**src/rtl/short_integ_det.sv**
```systemverilog
module short_integ_det #(
  parameter int OFF_CYC     = 50,
  parameter int PULSE_CYC   = 150,
  parameter int RATIO       = 20,
  parameter int FILL_CYC    = 400,
  parameter int RECOVER_CYC = 2000
) (
  input  logic clk,
  input  logic rst_n,
  input  logic det_en,
  input  logic drv,
  output logic short_pulse,
  output logic fault
);

  localparam int INT_MAX = FILL_CYC * RATIO;
  localparam int OW = $clog2(OFF_CYC + 2);
  localparam int PW = $clog2(PULSE_CYC + 1);
  localparam int AW = $clog2(INT_MAX + RATIO + 1);
  localparam int RW = $clog2(RECOVER_CYC + 1);

  localparam logic [OW-1:0] OFF_HIT = OW'(OFF_CYC);
  localparam logic [OW-1:0] OFF_SAT = OW'(OFF_CYC + 1);
  localparam logic [PW-1:0] PUL_LD  = PW'(PULSE_CYC);
  localparam logic [AW-1:0] STEP_UP = AW'(RATIO);
  localparam logic [AW-1:0] LIMIT   = AW'(INT_MAX);
  localparam logic [RW-1:0] REC_LD  = RW'(RECOVER_CYC - 1);

  logic [OW-1:0] off_cnt;
  logic [PW-1:0] pul_cnt;
  logic [AW-1:0] acc;
  logic [RW-1:0] rec_cnt;
  logic          fault_q;

  logic          pulse_on, hit, trip;
  logic [AW-1:0] acc_up;

  assign pulse_on = (pul_cnt != '0);
  assign hit      = !drv && (off_cnt == OFF_HIT);
  assign acc_up   = acc + STEP_UP;
  assign trip     = pulse_on && (acc_up >= LIMIT);

  always_ff @(posedge clk or negedge rst_n) begin
    if (!rst_n) begin
      off_cnt <= '0;
      pul_cnt <= '0;
      acc     <= '0;
      rec_cnt <= '0;
      fault_q <= 1'b0;
    end else if (!det_en) begin
      off_cnt <= '0;
      pul_cnt <= '0;
      acc     <= '0;
      rec_cnt <= '0;
      fault_q <= 1'b0;
    end else if (fault_q) begin
      off_cnt <= '0;
      pul_cnt <= '0;
      acc     <= '0;
      if (rec_cnt == '0) fault_q <= 1'b0;
      else               rec_cnt <= rec_cnt - 1'b1;
    end else if (trip) begin
      off_cnt <= '0;
      pul_cnt <= '0;
      acc     <= '0;
      rec_cnt <= REC_LD;
      fault_q <= 1'b1;
    end else begin
      if (drv)                    off_cnt <= '0;
      else if (off_cnt != OFF_SAT) off_cnt <= off_cnt + 1'b1;

      if (hit)           pul_cnt <= PUL_LD;
      else if (pulse_on) pul_cnt <= pul_cnt - 1'b1;

      if (pulse_on)       acc <= acc_up;
      else if (acc != '0) acc <= acc - 1'b1;
    end
  end

  assign short_pulse = pulse_on;
  assign fault       = fault_q;

endmodule

```
**config.mk**
```make
export PLATFORM = sky130hd
export DESIGN_NAME = short_integ_det
export DESIGN_NICKNAME = d
export VERILOG_FILES = /design/src/rtl/short_integ_det.sv
export SDC_FILE = /design/constraint.sdc
export NUM_CORES = 1
export LEC_CHECK = 0
export ABC_AREA = 1
export BUFFER_PORTS_ARGS = -buffer_cell sky130_fd_sc_hd__buf_2
export CAP_MARGIN = 30
export CORE_ASPECT_RATIO = 0.8
export CORE_UTILIZATION = 45
export CTS_BUF_LIST = sky130_fd_sc_hd__clkbuf_16
export DETAILED_ROUTE_END_ITERATION = 10
export GPL_TIMING_DRIVEN = 0
export PLACE_DENSITY = 0.66
export SYNTH_ARGS = -nofsm -noshare
export SYNTH_HDL_FRONTEND = slang
export SYNTH_SLANG_ARGS = --single-unit
```
**constraint.sdc**
```tcl
create_clock -name clk -period 1.7 [get_ports clk]
set_input_delay 0.255 -clock clk [delete_from_list [all_inputs] [get_ports clk]]
set_output_delay 0.255 -clock clk [all_outputs]
set_load 0.01 [all_outputs]
```
Yosys cells after proc, flatten, opt, wreduce, memory -nomap -nowiden
Index checks and enable logic that the tools add are counted.

Logic and storage cells: 48. Input port bits: 4. Flip-flop bits (word level): 39.

Multiplexer cells: 23. $add $sub $neg: 5. Reduce and logical (&&, ||, !) cells: 7. Equality and inequality tests: 7. Order comparisons: 1.

Operators by type and width (count): 2-to-1 mux 13 bit (5); 2-to-1 mux 11 bit (4); 2-to-1 mux 8 bit (5); 2-to-1 mux 6 bit (5); inequality test 5 x 1 -> 1 bit (second input constant) (3); adder 13 x 5 -> 13 bit (second input constant) (1); greater-or-equal comparator 13 bit (second input constant) (1); nonzero test 13 bit (1); subtractor 13 x 1 -> 13 bit (second input constant) (1); logical NOT 11 bit (1); subtractor 11 x 1 -> 11 bit (second input constant) (1); nonzero test 8 bit (1); subtractor 8 x 1 -> 8 bit (second input constant) (1); adder 6 x 1 -> 6 bit (second input constant) (1); == test 6 bit (second input constant) (1); inequality test 6 bit (second input constant) (1); 2-to-1 mux 1 bit (4); inequality test 3 x 1 -> 1 bit (second input constant) (1); inequality test 3 bit (second input constant) (1); logical AND 1 bit (2); AND reduction 2 bit (1); logical NOT 1 bit (1).

Logic depth before layout (Yosys ltp)
Depth after elaboration: 6. Gate-level depth with buffers: 14. Mapped depth without buffers: 13.

Worst setup path before layout
No wires, ideal clock.

Kind: reg-to-reg. Start point: register pul_cnt[0]. End point: register acc[0]. Data required time: 1583 ps. Path slack: -39 ps. Cell stages (with the launch flop): 13. Data arrival time: 1622 ps. Setup time: 117 ps. Cells stage by stage: dfrtp_1 -> inv_1 -> ha_1 -> nand3_1 -> nor2_2 -> inv_1 -> nand3_2 -> nor2_4 -> nand2_2 -> buf_6 -> nand3_1 -> nand2_1 -> nand2_1.

Longest elaborated chain between the ends: 5. Elaborated cells on any way between the ends: 7. Those cells by class: eq/ne: 1; mux: 4; reduce/logical: 2.

Ends and longest elaborated chain: start, declared (RTL line 30) `logic [PW-1:0] pul_cnt;`; start signal, assigned (RTL line 73) `else if (pulse_on) pul_cnt <= pul_cnt - 1'b1;`; nonzero test 8 bit (*) (RTL line 38) `assign pulse_on = (pul_cnt != '0);`; 2-to-1 mux 13 bit or logical AND 1 bit (tied branches) (RTL line 75, 41); 2-to-1 mux 13 bit (RTL line 62) `end else if (trip) begin`; 2-to-1 mux 13 bit (RTL line 56) `end else if (fault_q) begin`; 2-to-1 mux 13 bit (RTL line 50) `end else if (!det_en) begin`; end signal, assigned (RTL line 75) `if (pulse_on) acc <= acc_up;`; end signal, assigned (RTL line 76) `else if (acc != '0) acc <= acc - 1'b1;`; end, declared (RTL line 31) `logic [AW-1:0] acc;`.

Every way passes the cells marked *; elsewhere a longest branch is shown, timed or not. A chain may end at the register's enable or synchronous reset.

Worst setup path after layout
Start point: register acc[3]. End point: register rec_cnt[5].

Longest elaborated chain between the ends: 5.

Ends and longest elaborated chain: adder 13 x 5 -> 13 bit (RTL line 40) `assign acc_up = acc + STEP_UP;`; greater-or-equal comparator 13 bit (RTL line 41) `assign trip = pulse_on && (acc_up >= LIMIT);`; logical AND 1 bit (RTL line 41); inequality test 3 x 1 -> 1 bit (no source line); AND reduction 2 bit (no source line); end signal, assigned (RTL line 61) `else rec_cnt <= rec_cnt - 1'b1;`; end, declared (RTL line 32) `logic [RW-1:0] rec_cnt;`.

Every way passes these cells.

==> flow_summary.toml <==
[timing]
fin_crit_ns = 1.826
post-route-period-util = 1.074
fin_skew_ns = 0.003696
setup_violations = 39
grt_setup_unrepaired = "yes"
max_freq_mhz = 547.7
worst_pin_slew_ns = 0.6200
final_max_slew_viol_count = 0
hold_viol_final = 0
totalNegativeSetupSlack_ns = -2.345
slew_headroom = 0.5866
fin_ws_ns = -0.1258

[setup_path]
slowest_stage = "dfrtp_1"
startpoint_type = "flop"
crit_top_cell = "nand2_2"
cp_max_fo = 10
path_class = "flop to flop"
critPathArrivalTime_ns = 2.00
crit_path_end_kind = "flop"
crit_required_ns = 1.88
cpPeakStageDelay_ns = 0.42
cp_cell_sequence = "ha_4, nor2_4, nor2_4, nand2_2, nand2_2, nand2_2, nand2_2, nor2_4, nand2_4, nand2_4, nand2_4, buf_12, nand2_2, nand2_2"

[cts]
clk_pin_slew_ns = 0.06
root_buffer = "clkbuf_16"
clock_latency_ns = 0.29
cts_buffer_depth = 2
clock-sinks = 39
htreeDepth = 2
cts_tree = "done"
cts_made_buffers = 5

[final_layout]
drive_above_1_share = 0.2681
finalNetCount = 440
layoutNonFillerInstCount = 510
multi_input_area_um2 = 1754
antennaDiodeCount = 0
seq_area_um2 = 975.9
nFillCells = 524
area_growth_syn_to_layout_pct = 27.05
final_util = 0.5945

[placement]
gp_congestion = 0.8102
place_ws_ns = -0.4235
portBuffers = 5
dpl.hpwl_um = 4425
numPlacedInstances = 478

[drt]
via_per_inst = 5.182
routed-wl-met2_um = 3264
via_count = 2643
m1WireLength_um = 3435
first_pass_iters = 5
dr_wl_met3_um = 268
drc = 0
drt-wirelength-per-cell_um = 13.85
drt_iter0_markers = 159
top_layer = "met4"
final_antenna_net_count = 0
wirelength_um = 7063

[hold_path]
hold_class = "input pin to flop"

[status]
status = "finished, violations left"
violations = "negative setup slack"

[synth]
synth.distinct_cells = 30
synth-seq-cells = 39
synth.most_common_cell = "nand2_1"
yosys_most_used_dff = "dfrtp_1"
ys_top_cells_by_area = "dfrtp_1, nand2_1, nor2_1"
postSynthCellCount = 392
synth.top_cell.area_share = 0.3528
yosys.area.top_type = "dfrtp_1"
synth_edf_count = 0
yosysWarnings = 0
syn_nets = 404
syn_area_um2 = 2766
synthTopCellsByCount = "nand2_1, nor2_1, inv_1"
syn_avg_cell_area_um2 = 7.057
synth-seq-area-share = 0.3528
async_reset_ff_frac = 1.000

[global_routing]
antenna_found_initial = 0
track_usage = 0.2225
grt_max_degree = 40
grt_first_pass_wirelength_um = 11010
grt_pass1_vias = 2379
grt_overflow_total = 0

[die]
fp.dieW_um = 89.66
start_util = 0.4679
rows = 25
core_um2 = 5912
dieArea_um2 = 6467
die_h_um = 72.13
boundaryPins = 6

[pwr]
p_per_area_nw_per_um2 = 1448
ir_worst_vdd_v = 0.0006089
power_mw = 5.091
p_clk_frac = 0.214
p_int_mw = 2.922
power_switching_share = 0.4260
netSwitchingPower_mw = 2.169
combPwrFrac = 0.526
p_leak_nw = 1.725
seqPwrFrac = 0.260

[flow_run]
cap_viol_max_count = 0
==> layout make-up <==
type | count | share of cell area
Timing Repair Buffer | 29 | 0.06871
Tap cell | 81 | 0.02884
Clock buffer | 5 | 0.03560
Buffer | 10 | 0.02670
Multi-Input combinational cell | 296 | 0.4991
Clock inverter | 3 | 0.01246
Inverter | 47 | 0.05091
Sequential cell | 39 | 0.2777
==> layer usage <==
| layer | GRT usage | vias to the layer above |
|---|---|---|
| li1 | - | 1326 |
| met1 | 0.3130 | 1248 |
| met2 | 0.3468 | 59 |
| met3 | 0.04209 | 10 |
| met4 | 0.06702 | 0 |
| met5 | 0 | - |
==> what timing repair did <==
item,4_1_cts,5_1_grt
hold buffers,0,1
pin swaps,5,8
endpoints found under the setup margin,40,40
gates cloned,0,0
hold endpoints to repair,0,39
buffers inserted,8,14
resized for setup,31,37
==> critical path: cells and delay by family, from the launching register on <==
kind,cells,cell delay (ns)
simple gates,12,0.93
flops,1,0.42
fa+ha+maj,1,0.20
buf+inv,1,0.14
==> kinds of logic after synthesis <==
group / count (synthesis) / synth area share
buffers and inverters: 57 / 0.08683
adders and majority gates: 8 / 0.03618
and+or+nand+nor: 242 / 0.4156
DFF: 39 / 0.3528
xor gates and xnor gates: 17 / 0.05382
AOI/OAI and AO/OA: 29 / 0.05472
==> registers in the layout, indices dropped and copies added, names as in the netlist <==
name / count
pul_cnt: 8
fault: 1
acc: 13
rec_cnt: 11
off_cnt: 6
==> power groups by stage <==
| stage | combinational (mW) | sequential [mW] | clock, mW |
|---|---|---|---|
| floorplan | 1.46 | 1.28 | 0 |
| global placement | 1.78 | 1.32 | 0 |
| detailed placement | 1.83 | 1.33 | 0 |
| CTS | 2.14 | 1.30 | 1.11 |
| global route | 2.96 | 1.35 | 1.16 |
| finish | 2.68 | 1.32 | 1.09 |
==> stage by stage <==
step	area [um^2]	hold slack, ns
after floorplan	2769	-0.04059
after global placement	2895	0.4521
after detailed placement	2895	0.4392
after CTS	3233	0.1401
after global routing	3515	0.3349
final	3515	0.2997
==> final timing paths <==
check	startpoint	end	slack, ns	depth (start not counted)
max	acc[3]	rec_cnt[5]	-0.13	14
min	drv	off_cnt[5]	0.30	4
max reg2reg	acc[3]	rec_cnt[5]	-0.13	14
min reg2reg	rec_cnt[10]	rec_cnt[10]	0.51	2
max in group asynchronous	rst_n	rec_cnt[4]	1.03	3
min in group asynchronous	rst_n	pul_cnt[5]	0.47	3
==> cell usage in the layout, fill, tap and decap left out, types with 8 or more instances in the layout <==
cell	Yosys	final
a21oi_1	13	8
buf_2	3	8
buf_4	0	18
dfrtp_1	39	39
inv_1	44	41
nand2_1	90	78
nand2_2	15	25
nand3_1	37	32
nand4_1	10	10
nor2_1	61	53
nor2_4	2	8
o21ai_0	11	9
xor2_1	17	17
(Power assumes the default switching activity.)
